### config.mk
export PLATFORM = sky130hd
export DESIGN_NAME = timebase40
export DESIGN_NICKNAME = d
export VERILOG_FILES = /design/src/rtl/tbc_pkg.sv /design/src/rtl/tbc_counter.sv /design/src/rtl/tbc_regif.sv /design/src/rtl/timebase40.sv
export SDC_FILE = /design/constraint.sdc
export NUM_CORES = 1
export LEC_CHECK = 0
export CAP_MARGIN = 20
export CORE_AREA = 10 10 100 102
export DETAILED_ROUTE_END_ITERATION = 16
export DIE_AREA = 0 0 110 112
export DONT_BUFFER_PORTS = 1
export GPL_TIMING_DRIVEN = 0
export PLACE_DENSITY = 0.64
export SYNTH_ARGS = -nofsm -noshare
export SYNTH_HDL_FRONTEND = slang
export SYNTH_SLANG_ARGS = --single-unit
### constraint.sdc
create_clock -name clk -period 3.45 [get_ports clk]
set_input_delay 0.5175 -clock clk [delete_from_list [all_inputs] [get_ports clk]]
set_output_delay 0.5175 -clock clk [all_outputs]
set_load 0.05 [all_outputs]
### src/rtl/tbc_pkg.sv
// Shared constants and address decode for the time-base counter.
// Assumes byte offsets on an 8-bit address; only two offsets decode.
package tbc_pkg;
    localparam int ADDR_W = 8;
    localparam logic [ADDR_W-1:0] OFS_LOW  = 8'h60;
    localparam logic [ADDR_W-1:0] OFS_HIGH = 8'h64;

    typedef enum logic [1:0] {
        SEL_NONE,
        SEL_LOW,
        SEL_HIGH
    } sel_e;

    // Map a byte offset to the register it selects.
    function automatic sel_e decode_ofs(input logic [ADDR_W-1:0] a);
        if (a == OFS_LOW) begin
            return SEL_LOW;
        end else if (a == OFS_HIGH) begin
            return SEL_HIGH;
        end
        return SEL_NONE;
    endfunction
endpackage

### src/rtl/tbc_counter.sv
// Free-running up-counter. It advances when both run and tick_en are high.
// Assumes tick_en is a single-cycle strobe in the clk domain. Wraps modulo 2^CNT_W.
module tbc_counter #(
    parameter int CNT_W = 40
) (
    input  logic             clk,
    input  logic             rst_n,
    input  logic             run,
    input  logic             tick_en,
    output logic [CNT_W-1:0] count
);
    localparam logic [CNT_W-1:0] ONE  = {{(CNT_W-1){1'b0}}, 1'b1};
    localparam logic [CNT_W-1:0] TOPV = {CNT_W{1'b1}};

    // Count register: clear on reset, step on a qualified tick.
    always_ff @(posedge clk) begin
        if (!rst_n) begin
            count <= '0;
        end else if (run && tick_en) begin
            count <= count + ONE;
        end
    end

    p_step_r2: assert property (@(posedge clk) disable iff (!rst_n)
        (run && tick_en) |=> (count == $past(count) + ONE));

    p_hold_when_off_r4: assert property (@(posedge clk) disable iff (!rst_n)
        !(run && tick_en) |=> $stable(count));

    p_wrap_r3: assert property (@(posedge clk) disable iff (!rst_n)
        (run && tick_en && count == TOPV) |=> (count == '0));
endmodule

### src/rtl/tbc_regif.sv
// Register port for the time base: run flag, upper-bit shadow and read mux.
// Assumes CNT_W > DATA_W, with EN_POS between the upper-bit field and DATA_W-1.
// Read data is registered and appears one cycle after rd_en.
module tbc_regif
    import tbc_pkg::*;
#(
    parameter int CNT_W  = 40,
    parameter int DATA_W = 32,
    parameter int EN_POS = 8
) (
    input  logic              clk,
    input  logic              rst_n,
    input  logic              rd_en,
    input  logic              wr_en,
    input  logic [ADDR_W-1:0] addr,
    input  logic [DATA_W-1:0] wdata,
    input  logic [CNT_W-1:0]  count,
    output logic              run,
    output logic [DATA_W-1:0] rdata
);
    localparam int HI_W = CNT_W - DATA_W;

    sel_e              sel;
    logic [HI_W-1:0]   shadow;
    logic              pend;
    logic [HI_W-1:0]   hi_src;
    logic [DATA_W-1:0] hi_word;

    // Decode the offset once for all processes.
    assign sel = decode_ofs(addr);

    // Run flag: only a high-word write changes it.
    always_ff @(posedge clk) begin
        if (!rst_n) begin
            run <= 1'b0;
        end else if (wr_en && sel == SEL_HIGH) begin
            run <= wdata[EN_POS];
        end
    end

    // Shadow: a low read captures the upper bits; a high read consumes them.
    always_ff @(posedge clk) begin
        if (!rst_n) begin
            shadow <= '0;
            pend   <= 1'b0;
        end else if (rd_en && sel == SEL_LOW) begin
            shadow <= count[CNT_W-1:DATA_W];
            pend   <= 1'b1;
        end else if (rd_en && sel == SEL_HIGH) begin
            pend   <= 1'b0;
        end
    end

    // High-word image: shadowed or live upper bits, plus the run flag.
    always_comb begin
        hi_src              = pend ? shadow : count[CNT_W-1:DATA_W];
        hi_word             = '0;
        hi_word[HI_W-1:0]   = hi_src;
        hi_word[EN_POS]     = run;
    end

    // Read data register: updates only on a read.
    always_ff @(posedge clk) begin
        if (!rst_n) begin
            rdata <= '0;
        end else if (rd_en) begin
            case (sel)
                SEL_LOW:  rdata <= count[DATA_W-1:0];
                SEL_HIGH: rdata <= hi_word;
                default:  rdata <= '0;
            endcase
        end
    end

    p_low_word_r6: assert property (@(posedge clk) disable iff (!rst_n)
        (rd_en && sel == SEL_LOW) |=> (rdata == $past(count[DATA_W-1:0])));

    p_snap_taken_r7: assert property (@(posedge clk) disable iff (!rst_n)
        (rd_en && sel == SEL_LOW) |=> (pend && shadow == $past(count[CNT_W-1:DATA_W])));

    p_hi_upper_zero_r9: assert property (@(posedge clk) disable iff (!rst_n)
        (rd_en && sel == SEL_HIGH) |=> ((rdata >> (EN_POS + 1)) == '0));

    p_hi_flag_r9: assert property (@(posedge clk) disable iff (!rst_n)
        (rd_en && sel == SEL_HIGH) |=> (rdata[EN_POS] == $past(run)));

    p_other_zero_r10: assert property (@(posedge clk) disable iff (!rst_n)
        (rd_en && sel == SEL_NONE) |=> (rdata == '0));

    p_rdata_hold_r11: assert property (@(posedge clk) disable iff (!rst_n)
        !rd_en |=> $stable(rdata));

    p_flag_write_r5: assert property (@(posedge clk) disable iff (!rst_n)
        !(wr_en && sel == SEL_HIGH) |=> $stable(run));
endmodule

### src/rtl/timebase40.sv
// Top of the time base: a free-running counter and its register port.
// Assumes tick_en is produced elsewhere and is synchronous to clk.
module timebase40 #(
    parameter int CNT_W  = 40,
    parameter int DATA_W = 32,
    parameter int EN_POS = 8
) (
    input  logic                       clk,
    input  logic                       rst_n,
    input  logic                       tick_en,
    input  logic                       rd_en,
    input  logic                       wr_en,
    input  logic [tbc_pkg::ADDR_W-1:0] addr,
    input  logic [DATA_W-1:0]          wdata,
    output logic [DATA_W-1:0]          rdata
);
    logic             run;
    logic [CNT_W-1:0] count;

    tbc_counter #(.CNT_W(CNT_W)) u_counter (
        .clk     (clk),
        .rst_n   (rst_n),
        .run     (run),
        .tick_en (tick_en),
        .count   (count)
    );

    tbc_regif #(.CNT_W(CNT_W), .DATA_W(DATA_W), .EN_POS(EN_POS)) u_regif (
        .clk   (clk),
        .rst_n (rst_n),
        .rd_en (rd_en),
        .wr_en (wr_en),
        .addr  (addr),
        .wdata (wdata),
        .count (count),
        .run   (run),
        .rdata (rdata)
    );
endmodule

* Word level (Yosys, flattened, before mapping)
Index checks and enable logic that the tools add are counted.
** Cells by class
- $add $sub $neg :: 1
- Eq/ne operators :: 4
- Multiplexer cells :: 9
- Reduce and logical (&&, ||, !) cells :: 5
** Operators with widths (count)
- case mux 32 bit (2 select lines) :: 1
- adder 40 x 1 -> 40 bit, second input constant :: 1
- == test 8 x 7 -> 1 bit, second input constant :: 2
- two-way mux 8 bit :: 1
- two-way mux 2 bit :: 3
- logical AND 1 bit :: 4
- two-way mux 1 bit :: 4
- == test 2 x 1 -> 1 bit, second input constant :: 1
- == test 2 bit, second input constant :: 1
- nonzero test 2 bit :: 1
** Storage, ports and cells
- Bits in registers :: 82
- Output and inout port bits :: 32

* Logic depth before layout (Yosys ltp)
Gate-level depths: netlist of the first run.
- Word-level depth :: 8
- Gate-level depth with buffers :: 6
- Depth with buffers taken out :: 6

* Hierarchy
From an unflattened synthesis of the first run, not the netlist that was laid out.
** Second synthesis, totals
- Cells, all modules :: 436
- Area total of the unflattened synthesis :: 3834.9 um^2
** By module, submodules not included
- tbc_counter :: times used 1, cells each 233, area each 1980.6 um^2, seq. area each 800.8 um^2
- tbc_regif :: times used 1, cells each 203, area each 1854.3 um^2, seq. area each 840.8 um^2

* Least setup slack after synthesis of the first run
OpenSTA, ideal clock, no wires.
- Path kind :: in2reg
- Start point :: in addr[3] (netlist name)
- End point :: reg u_regif.rdata[0]
- Arrival time :: 1976 ps
- Data required time :: 3390 ps
- Setup slack :: 1414 ps
- Stages on the path :: 6
- Path buffers :: 1
- Cells stage by stage :: nor4b_1 -> nand3_1 -> or2_1 -> clkbuf_1 -> nor2_1 -> a221o_1
** Between the ends
- Cells in the longest elaborated chain, start to end :: 6
** Ends and longest elaborated chain
- from (decl) :: line timebase40.sv:13 : input logic [tbc_pkg::ADDR_W-1:0] addr,
- == test 8 x 7 -> 1 bit :: line tbc_pkg.sv:18 : end else if (a == OFS_HIGH) begin
- two-way mux 1 bit :: line tbc_pkg.sv:18
- two-way mux 1 bit :: line tbc_pkg.sv:16 : if (a == OFS_LOW) begin
- two-way mux 2 bit (*) :: line tbc_pkg.sv:21 : return SEL_NONE;
- == test 2 bit or == test 2 x 1 -> 1 bit (tied branches) :: line tbc_regif.sv:67 : case (sel)
- case mux 32 bit (2 select lines) (*) :: line tbc_regif.sv:67
- to (signal assigned) :: line tbc_regif.sv:68 : SEL_LOW: rdata <= count[DATA_W-1:0];
- to (signal assigned) :: line tbc_regif.sv:69 : SEL_HIGH: rdata <= hi_word;
- to (decl) :: line tbc_regif.sv:19 : output logic [DATA_W-1:0] rdata
Mark *: on every way between the ends. The rest lies on a longest branch, timed or not.
A chain may end at the register's enable or synchronous reset.

* Final worst setup path of the first run
- Start point :: reg u_counter.count[6]
- End point :: reg u_counter.count[32]
** Between the ends
- Cells in the longest elaborated chain, start to end :: 1
** Ends and longest elaborated chain
- from (decl) :: line tbc_counter.sv:10 : output logic [CNT_W-1:0] count
- from (signal assigned) :: line tbc_counter.sv:20 : count <= count + ONE;
- adder 40 x 1 -> 40 bit :: line tbc_counter.sv:20
Every way passes these cells.

==> results of run 1 <==
[flip-flops by register name (all words and copies together) (netlist names)]
register and count:
u_regif.shadow 8, u_counter.count 40, u_regif.pend 1, u_regif.rdata 32, u_regif.run 1
[per-layer routing]
layer  vias to the layer above  part of all wire (%)  track usage (%)
li1                       1401                     -                -
met1                      1287                    46             17.5
met2                        64                    43             20.2
met3                        12                   9.3             7.38
met4                         0                   1.8             3.99
met5                         -                     0                0
[through the flow]
step,std cells,setup slack [ns],hold WS (ns),utilization [%]
floorplan,399,1.41,0.436,-
global placement,504,1.06,0.442,44.0
detailed placement,504,1.06,0.446,44.0
CTS,520,1.13,0.282,46.1
global route,520,0.878,0.288,46.1
finish,520,1.11,0.300,46.1
[worst min path at each step]
stage,from,to,cells after the start
after detailed placement,u_regif.shadow[3],u_regif.shadow[3],2
after floorplan,u_regif.shadow[0],u_regif.shadow[0],2
after global routing,rst_n,u_counter.count[31],2
after CTS,rst_n,u_counter.count[31],2
after global placement,u_regif.shadow[6],u_regif.shadow[6],2
final,rst_n,u_counter.count[31],2
[power breakdown]
group	internal (mW)	total (mW)	leakage (nW)	switching, mW
clock network	0.280	0.622	0.0786	0.342
logic	0.00392	0.0258	0.477	0.0219
registers	0.945	0.945	0.660	0.0000445
[cell type report]
class | instances | area [sq um]
Fill cell | 789 | 4340
Multi-Input combinational cell | 292 | 1680
Sequential cell | 82 | 1640
Clock buffer | 12 | 145
Tap cell | 105 | 131
Buffer | 18 | 67.6
Clock inverter | 4 | 27.5
Inverter | 7 | 26.3
[layout by cell type, fill, tap and decap left out, types with 2 or more instances in the layout]
cell type and count:
o21ai_0 7, clkbuf_8 10, clkinvlp_4 3, xor2_1 25, nand2_1 33, buf_1 3, mux2i_1 9, a21oi_1 43
nand3_1 13, nor3_1 2, a221o_1 9, or3_1 8, dfxtp_1 82, o31ai_1 3, nand3_2 2, and3_1 5
nand4_1 19, or4_1 4, nor2_1 71, clkbuf_1 17, inv_1 7, nor2b_1 23, xnor2_1 3
[kinds of logic (layout without fill, tap and decap cells)]
group | after synthesis | in the layout | share of synthesized area (%)
AND/OR/NAND/NOR | 191 | 191 | 28.1
flip-flops | 82 | 82 | 48.1
AO/OA/AOI/OAI | 63 | 63 | 10.8
XOR/XNOR | 28 | 28 | 7.19
buffers and inverters | 25 | 41 | 2.75
multiplexers | 9 | 9 | 2.64
adder cells (fa/ha/maj) | 1 | 1 | 0.367
==> out/metrics.yaml, run 1 <==
floorplanning:
  rows: 33
  coreArea_sq_um: 8050
  dieHeight_um: 112
  dieArea_sq_um: 12300
  ios: 77
  die_w_um: 110
  start_util_pct: 42.4
clock_network:
  htreeDepth: 3
  numCtsBuffers: 9
  clock_sinks: 82
  path_clk_slew_ns: 0.08
  cts_setup_buffers: 0
  root_buffer: "clkbuf_8"
  clock_latency_ns: 0.36
  post_cts_resized: 0
  cts_buffer_depth: 2
  cts_tree: "built"
  postCtsHoldBufs: 0
layout:
  nNetsFinal: 456
  fin_area_sq_um: 3710
  n_antenna_cell: 0
  area_delta_synth_final_pct: 8.91
  drive_gt1_share_pct: 4.82
critical_path:
  path_cells: "nand4_1 -> nor4_4 -> clkbuf_1 -> nand4_1 -> xor2_1 -> nor2_1"
  crit_end: "u_counter.count[32]"
  reg2reg_to: "u_counter.count[32]"
  worst-r2r-setup-slack_ns: 1.11
  critical_path_class: "reg -> reg"
  cp.depth: 6
  endpoint_kind: "flop"
  crit_family: "simple AND/OR/NAND/NOR gates"
  rr_startpoint: "u_counter.count[6]"
  slowest_delay_ns: 0.65
  rr_worst_depth: 6
  cp_max_fo: 10
  path_common_cell: "nand4_1"
  worstSetupStartpointType: "flop"
  worstPathRequired_ns: 3.68
  cp.arrival_ns: 2.57
  crit_buf_inv: 1
  setup.worst_path.start: "u_counter.count[6]"
  cpMaxStageDelayCell: "nor4_4"
global_route:
  grt_usage_pct: 14.0
  grt-ovfl-total: 0
  grt_pass1_wl_um: 13900
  grt_max_degree: 14
  first_global_vias: 2742
  antenna_found_initial: 0
logic_synthesis:
  synth_commonest_cells: "dfxtp_1 (82), nor2_1 (71), a21oi_1 (43)"
  synth_edf_count: 0
  synth-seq-cells: 82
  synth_ff_type: "dfxtp_1"
  synthDistinctLibCells: 34
  avgSynthCellArea_sq_um: 8.55
  netlist_area_sq_um: 3410
  async_flop_share_pct: 0
  syn_nets: 445
  ys_seq_area_share_pct: 48.1
  syn-instance-count: 399
  yosysTopAreaCellShare_pct: 48.1
  synth_area_leaders: "dfxtp_1 (48%), nor2_1 (7.8%), xor2_1 (6.4%), a21oi_1 (6.3%), nor2b_1 (4.2%)"
  ys_warn_count: 0
  yosysMostFrequentCell: "dfxtp_1"
  yosys.area.top_type: "dfxtp_1"
timing:
  setup_violations: 0
  rsz0062_at_grt: "false"
  finalCriticalPeriod_ns: 2.34
  tightest_slew_ns: 0.694
  fin_setup_tns_ns: 0
  slew_violations: 0
  max_slew_margin_pct: 53.4
  fmax_mhz: 427
  finalHoldViolCount: 0
  fin_skew_ns: 0.00636
  fin_crit_sh_pct: 67.8
worst_hold_path:
  holdCritPathClass: "in -> reg"
flow_run:
  drv_cap: 0
detailed_routing:
  vias: 2764
  routed_wirelength_um: 8150
  antenna_left: 0
  drtIter0Drc: 109
  dr.pass1.iters: 4
  routed_via_density: 5.32
  drc: 0
  wire_per_inst_um: 15.7
outcome:
  status: "finished clean"
placement:
  dpl_cell_area_sq_um: 3540
  gp_congestion: 0.787
  place_hpwl_um: 5910
  port-buffer-count: 0
power:
  ir_worst_vdd_mv: 0.308
  finalPower_mw: 1.59
  power.leakage_nw: 1.22
  p_per_area_nw_per_um2: 429
No activity file was read; power rests on OpenSTA's default activity.
==> run 2: changes to the inputs <==
- PLACE_DENSITY: 0.64 -> 0.66
- clock period: 3.45 -> 1.89 ns (I/O delays scaled with it)
==> run 2 against run 1 <==
Against the previous run: global-route usage fell by 0.12 points; utilization increased by 2.9 points; combinational power grew 87%.
==> out/metrics.yaml, run 2 (synthesis gave the netlist of run 1 again) <==
clock_network:
  clock_sinks: 82  # unchanged
  path_clk_slew_ns: 0.08  # about the same
  root_buffer: "clkbuf_8"
  htreeDepth: 3  # unchanged
  cts_buffer_depth: 2  # unchanged
  numCtsBuffers: 9  # unchanged
  postCtsHoldBufs: 0  # unchanged
  clock_latency_ns: 0.36  # about the same
  cts_tree: "built"
global_route:
  antenna_found_initial: 0  # unchanged
  grt-ovfl-total: 0  # unchanged
  grt_max_degree: 13  # -1
  grt_pass1_wl_um: 13800  # -0.55%
  grt_usage_pct: 13.8  # -0.12 points
  first_global_vias: 2782  # +1.5%
timing:
  fmax_mhz: 549  # +28%
  slew_violations: 0  # unchanged
  setup_slack_ns: 0.0679  # -1.04 ns
  fin_crit_sh_pct: 96.4  # +29 points
  rsz0062_at_grt: "true"
  fin_skew_ns: 0.00672  # +0.000358 ns
  max_slew_margin_pct: 60.1  # +6.7 points
  whs_ns: 0.0670  # -0.233 ns
  finalCriticalPeriod_ns: 1.82  # -0.517 ns
  fin_setup_tns_ns: 0  # unchanged
  tightest_slew_ns: 0.599  # -0.0952 ns
  setup_violations: 0  # unchanged
  finalHoldViolCount: 0  # unchanged
layout:
  final_util_pct: 49.0  # +2.9 points
  area_delta_synth_final_pct: 15.7
  nNetsFinal: 470  # +3.1%
  drive_gt1_share_pct: 14.5  # +9.7 points
  n_antenna_cell: 0  # unchanged
  reg_top3: "u_counter.count x40, u_regif.rdata x32, u_regif.shadow x8"
  final_cell_mix: "nor2_1 (69), dfxtp_1 (67), a21oi_1 (41)"
  fillers: 758  # -3.9%
  largest-register: "u_counter.count"
  layout_commonest_cell: "nor2_1"
  largest_reg_flops: 40  # unchanged
floorplanning:
  start_util_pct: 42.4  # unchanged
  coreArea_sq_um: 8050  # unchanged
  dieHeight_um: 112  # unchanged
  die_w_um: 110  # unchanged
  rows: 33  # unchanged
  ios: 77  # unchanged
  dieArea_sq_um: 12300  # unchanged
placement:
  port-buffer-count: 0  # unchanged
  gp_congestion: 0.853  # +8.4%
  place_hpwl_um: 5940  # +0.49%
  pre_cts_ws_ns: -0.393  # -1.46 ns
power:
  p_per_area_nw_per_um2: 761  # +77%
  ir_worst_vdd_mv: 0.314  # +1.9%
  finalPower_mw: 3.00  # +88%
  power.leakage_nw: 1.34  # +11%
critical_path:
  slowest_delay_ns: 0.49  # -0.16 ns
  critical_path_class: "reg -> reg"
  crit_family: "simple AND/OR/NAND/NOR gates"
  cpMaxStageDelayCell: "or4_4"
  cp_max_fo: 6  # -4
  path_cells: "nand4_1 -> nor4_4 -> buf_4 -> nand3_4 -> or4_4 -> a21oi_2"
  endpoint_kind: "flop"
  setup.worst_path.start: "u_counter.count[3]"
  worstSetupStartpointType: "flop"
  cp.arrival_ns: 2.12  # -0.45 ns
  worstPathRequired_ns: 2.18  # -1.50 ns
  crit_buf_inv: 1  # unchanged
  rr_startpoint: "u_counter.count[3]"
detailed_routing:
  vias: 2841  # +2.8%
  routed_wirelength_um: 8410  # +3.2%
  drc: 0  # unchanged
  routed_via_density: 5.33  # +0.28%
  dr.pass1.iters: 5  # +1
  antenna_left: 0  # unchanged
  wire_per_inst_um: 15.8  # +0.67%
  drtIter0Drc: 170  # +56%
worst_hold_path:
  holdCritPathClass: "in -> reg"
  hold_start: "rst_n"
outcome:
  status: "finished clean"
flow_run:
  drv_cap: 0  # unchanged
==> run 2: changes by cell type in the layout (fill, tap and decap cells not counted), sizes merged <==
| cell | delta |
|---|---|
| buf | +15 |
| bufinv | +1 |
| clkinv | -1 |
| clkinvlp | -2 |
==> run 2: final timing paths <==
check	end	slack, ns	cells after the start
worst max-delay path	u_counter.count[36]	0.07	6
worst min-delay path	u_counter.count[31]	0.07	2
worst max register to register	u_counter.count[36]	0.07	6
worst min register to register	u_regif.shadow[4]	0.46	2
==> run 2: per-stage QoR <==
| step | cells | instance area [sq um] |
|---|---|---|
| finish | 533 | 3950 |
| global route | 533 | 3950 |
| CTS | 527 | 3840 |
| detailed placement | 504 | 3540 |
| global placement | 504 | 3540 |
| floorplan | 399 | 3410 |
==> run 2: area by class of cell <==
cell class / instances / area, sq um / share of cell area [%]
Buffer: 17 / 68.8 / 1.74
Clock buffer: 13 / 149 / 3.77
Clock inverter: 2 / 37.5 / 0.951
Inverter: 7 / 26.3 / 0.666
Multi-Input combinational cell: 292 / 1750 / 44.3
Sequential cell: 82 / 1670 / 42.4
Tap cell: 105 / 131 / 3.33
Timing Repair Buffer: 15 / 113 / 2.85
==> run 2: repair_timing <==
| item | CTS | global route |
|---|---|---|
| resized for setup | 15 | 28 |
| pin swaps | 6 | 5 |
| buffers inserted | 9 | 6 |
| setup endpoints to repair | 28 | 40 |
==> run 2: worst register-to-register path, stage by stage (launching register included) <==
cell,delay [ns]
dfxtp_4,0.37
nand4_1,0.17
nor4_4,0.34
buf_4,0.19
nand3_4,0.09
or4_4,0.49
a21oi_2,0.11
==> run 2: power by group <==
group,switching [mW],internal [mW]
sequential,0.0000894,1.72
clock,0.594,0.641
combinational,0.0410,0.00722
==> run 2: metal layers <==
layer  share of wire, %  up-vias  GRT usage, %
li1                   -     1418             -
met1                 45     1336          17.0
met2                 45       77          21.0
met3                9.4       10          6.06
met4                1.3        0          4.60
met5                  0        -             0
==> run 3: changes to the inputs <==
--- a/config.mk
+++ b/config.mk
@@ -7,10 +7,10 @@
 export LEC_CHECK = 0
 export CAP_MARGIN = 20
-export CORE_AREA = 10 10 100 102
+export CORE_AREA = 10 10 94 96
 export DETAILED_ROUTE_END_ITERATION = 16
-export DIE_AREA = 0 0 110 112
+export DIE_AREA = 0 0 104 106
 export DONT_BUFFER_PORTS = 1
 export GPL_TIMING_DRIVEN = 0
-export PLACE_DENSITY = 0.66
+export PLACE_DENSITY = 0.73
 export SYNTH_ARGS = -nofsm -noshare
 export SYNTH_HDL_FRONTEND = slang
==> constraint.sdc (replaced) <==
create_clock -name clk -period 1.89 [get_ports clk]
set_input_delay 0 -clock clk [delete_from_list [all_inputs] [get_ports clk]]
set_output_delay 0 -clock clk [all_outputs]
set_load 0.05 [all_outputs]
==> run 3 against run 2 <==
Against the previous run: critical path depth stayed put; clock skew up 0.0017 ns; utilization rose by 7.0 points; sequential share of layout area fell by 0.17 points; count of clock-buffer cells in the layout is 2 higher; sequential cell count did not move; non-clock buffer count rose by 1; first-iteration DRC count fell by 18%; critical path type unchanged; largest cell class unchanged; largest power group unchanged; highest routed layer unchanged.
==> out/metrics.yaml, run 3 (synthesis gave the netlist of run 1 again) <==
timing:
  slew_violations: 0  # unchanged
  rsz0062_at_grt: "false"
  setup_violations: 0  # unchanged
  fin_skew_ns: 0.00842  # +0.00170 ns
  fmax_mhz: 556  # +1.3%
  max_slew_margin_pct: 56.1  # -4.0 points
  finalHoldViolCount: 0  # unchanged
  finalCriticalPeriod_ns: 1.80  # -0.0240 ns
  fin_crit_sh_pct: 95.1  # -1.3 points
  tightest_slew_ns: 0.656  # +0.0578 ns
detailed_routing:
  routed_wirelength_um: 8420  # +0.13%
  routed_via_density: 5.40  # +1.3%
  drc: 0  # unchanged
  antenna_left: 0  # unchanged
  wire_per_inst_um: 15.9  # +0.89%
  dr.pass1.iters: 4  # -1
  drtIter0Drc: 140  # -18%
  vias: 2857  # +0.56%
power:
  p_per_area_nw_per_um2: 768  # +0.98%
  ir_worst_vdd_mv: 0.475  # +51%
  finalPower_mw: 3.04  # +1.2%
  power.leakage_nw: 1.34  # about the same
critical_path:
  cp_max_fo: 6  # unchanged
  worstSetupStartpointType: "flop"
  endpoint_kind: "flop"
  path_cells: "ha_1 -> nand4_1 -> nor2_4 -> nand3_4 -> or4_1 -> a21oi_1"
  worstPathRequired_ns: 2.17  # about the same
  cpMaxStageDelayCell: "or4_1"
  cp.arrival_ns: 2.08  # -0.04 ns
  crit_family: "simple AND/OR/NAND/NOR gates"
  critical_path_class: "reg -> reg"
  crit_buf_inv: 0  # -1
  slowest_delay_ns: 0.47  # -0.02 ns
layout:
  drive_gt1_share_pct: 13.0  # -1.5 points
  largest-register: "u_counter.count"
  area_delta_synth_final_pct: 16.0
  final_cell_mix: "nor2_1 (69), dfxtp_1 (65), a21oi_1 (43)"
  reg_top3: "u_counter.count x40, u_regif.rdata x32, u_regif.shadow x8"
  n_antenna_cell: 0  # unchanged
  layout_commonest_cell: "nor2_1"
  nNetsFinal: 471  # +0.21%
  fin_area_sq_um: 3960  # +0.25%
  largest_reg_flops: 40  # unchanged
floorplanning:
  die_w_um: 104  # -5.5%
  dieHeight_um: 106  # -5.4%
  start_util_pct: 48.3  # +6.0 points
  dieArea_sq_um: 11000  # -11%
  rows: 31  # -6.1%
  ios: 77  # unchanged
  coreArea_sq_um: 7060  # -12%
global_route:
  antenna_found_initial: 0  # unchanged
  first_global_vias: 2772  # -0.36%
  grt-ovfl-total: 0  # unchanged
  grt_max_degree: 13  # unchanged
  grt_usage_pct: 15.0  # +1.2 points
  grt_pass1_wl_um: 13700  # -1.0%
placement:
  port-buffer-count: 0  # unchanged
  gp_congestion: 0.813  # -4.7%
  place_hpwl_um: 5850  # -1.4%
  dpl_cell_area_sq_um: 3530  # -0.21%
outcome:
  status: "finished clean"
clock_network:
  path_clk_slew_ns: 0.08  # about the same
  clock_latency_ns: 0.35  # about the same
  cts_tree: "built"
  clock_sinks: 82  # unchanged
  htreeDepth: 3  # unchanged
  cts_buffer_depth: 2  # unchanged
  root_buffer: "clkbuf_8"
  numCtsBuffers: 9  # unchanged
flow_run:
  drv_cap: 0  # unchanged
worst_hold_path:
  holdCritPathClass: "in -> reg"
run 3: path summary, 6_finish.rpt:
kind                                          from                  end  slack (ns)  cells past startpoint
worst min-delay path                       addr[7]         u_regif.pend         0.1                      4
worst max register to register  u_counter.count[1]  u_counter.count[36]        0.09                      6
worst max-delay path            u_counter.count[1]  u_counter.count[36]        0.09                      6
worst min register to register   u_regif.shadow[6]    u_regif.shadow[6]        0.46                      2
run 3: area by class of cell:
cell class	instances	area, sq um
flip-flops and latches	82	1670
repair buffers	16	139
multi-input cells	292	1730
clock inverters	1	5.00
inverters	7	26.3
fillers	657	3100
plain buffers	17	65.1
clock buffers	15	196
well taps	99	124
run 3: power breakdown:
group / total [mW] / internal [mW] / leakage, nW / switching, mW
combinational: 0.0591 / 0.0142 / 0.569 / 0.0449
sequential: 1.72 / 1.72 / 0.670 / 0.0000879
clock: 1.26 / 0.657 / 0.106 / 0.602
total: 3.04 / 2.39 / 1.34 / 0.647
run 3: through the flow:
step	util, %	setup slack, ns	std cells	hold WS [ns]	TNS (ns)
final	56.0	0.0918	529	0.0956	0
after global routing	56.0	0.00279	529	0.118	0
after CTS	55.1	0.000417	527	0.0873	0
after detailed placement	50.1	-0.380	498	0.155	-6.15
after global placement	50.1	-0.351	498	0.151	-5.57
after floorplan	-	0.0503	399	0.140	0
run 3: tightest hold or removal path: stages:
cell	delay (ns)
nor3b_1	0.05
nand3_1	0.15
nand2_1	0.07
a21oi_1	0.14
run 3: per-layer routing:
layer	track usage (%)	vias up	wire length [um]
met2	24.4	66	3850
met5	0	-	0
met4	5.96	0	124
li1	-	1426	-
met1	18.0	1356	3770
met3	5.19	9	673
run 3: repair_timing:
item,4_1_cts,5_1_grt
cloned,0,0
pin swaps,6,7
hold buffers,6,0
endpoints found under the setup margin,19,29
hold endpoints to repair,9,0
setup buffers,8,2
resized for setup,12,23
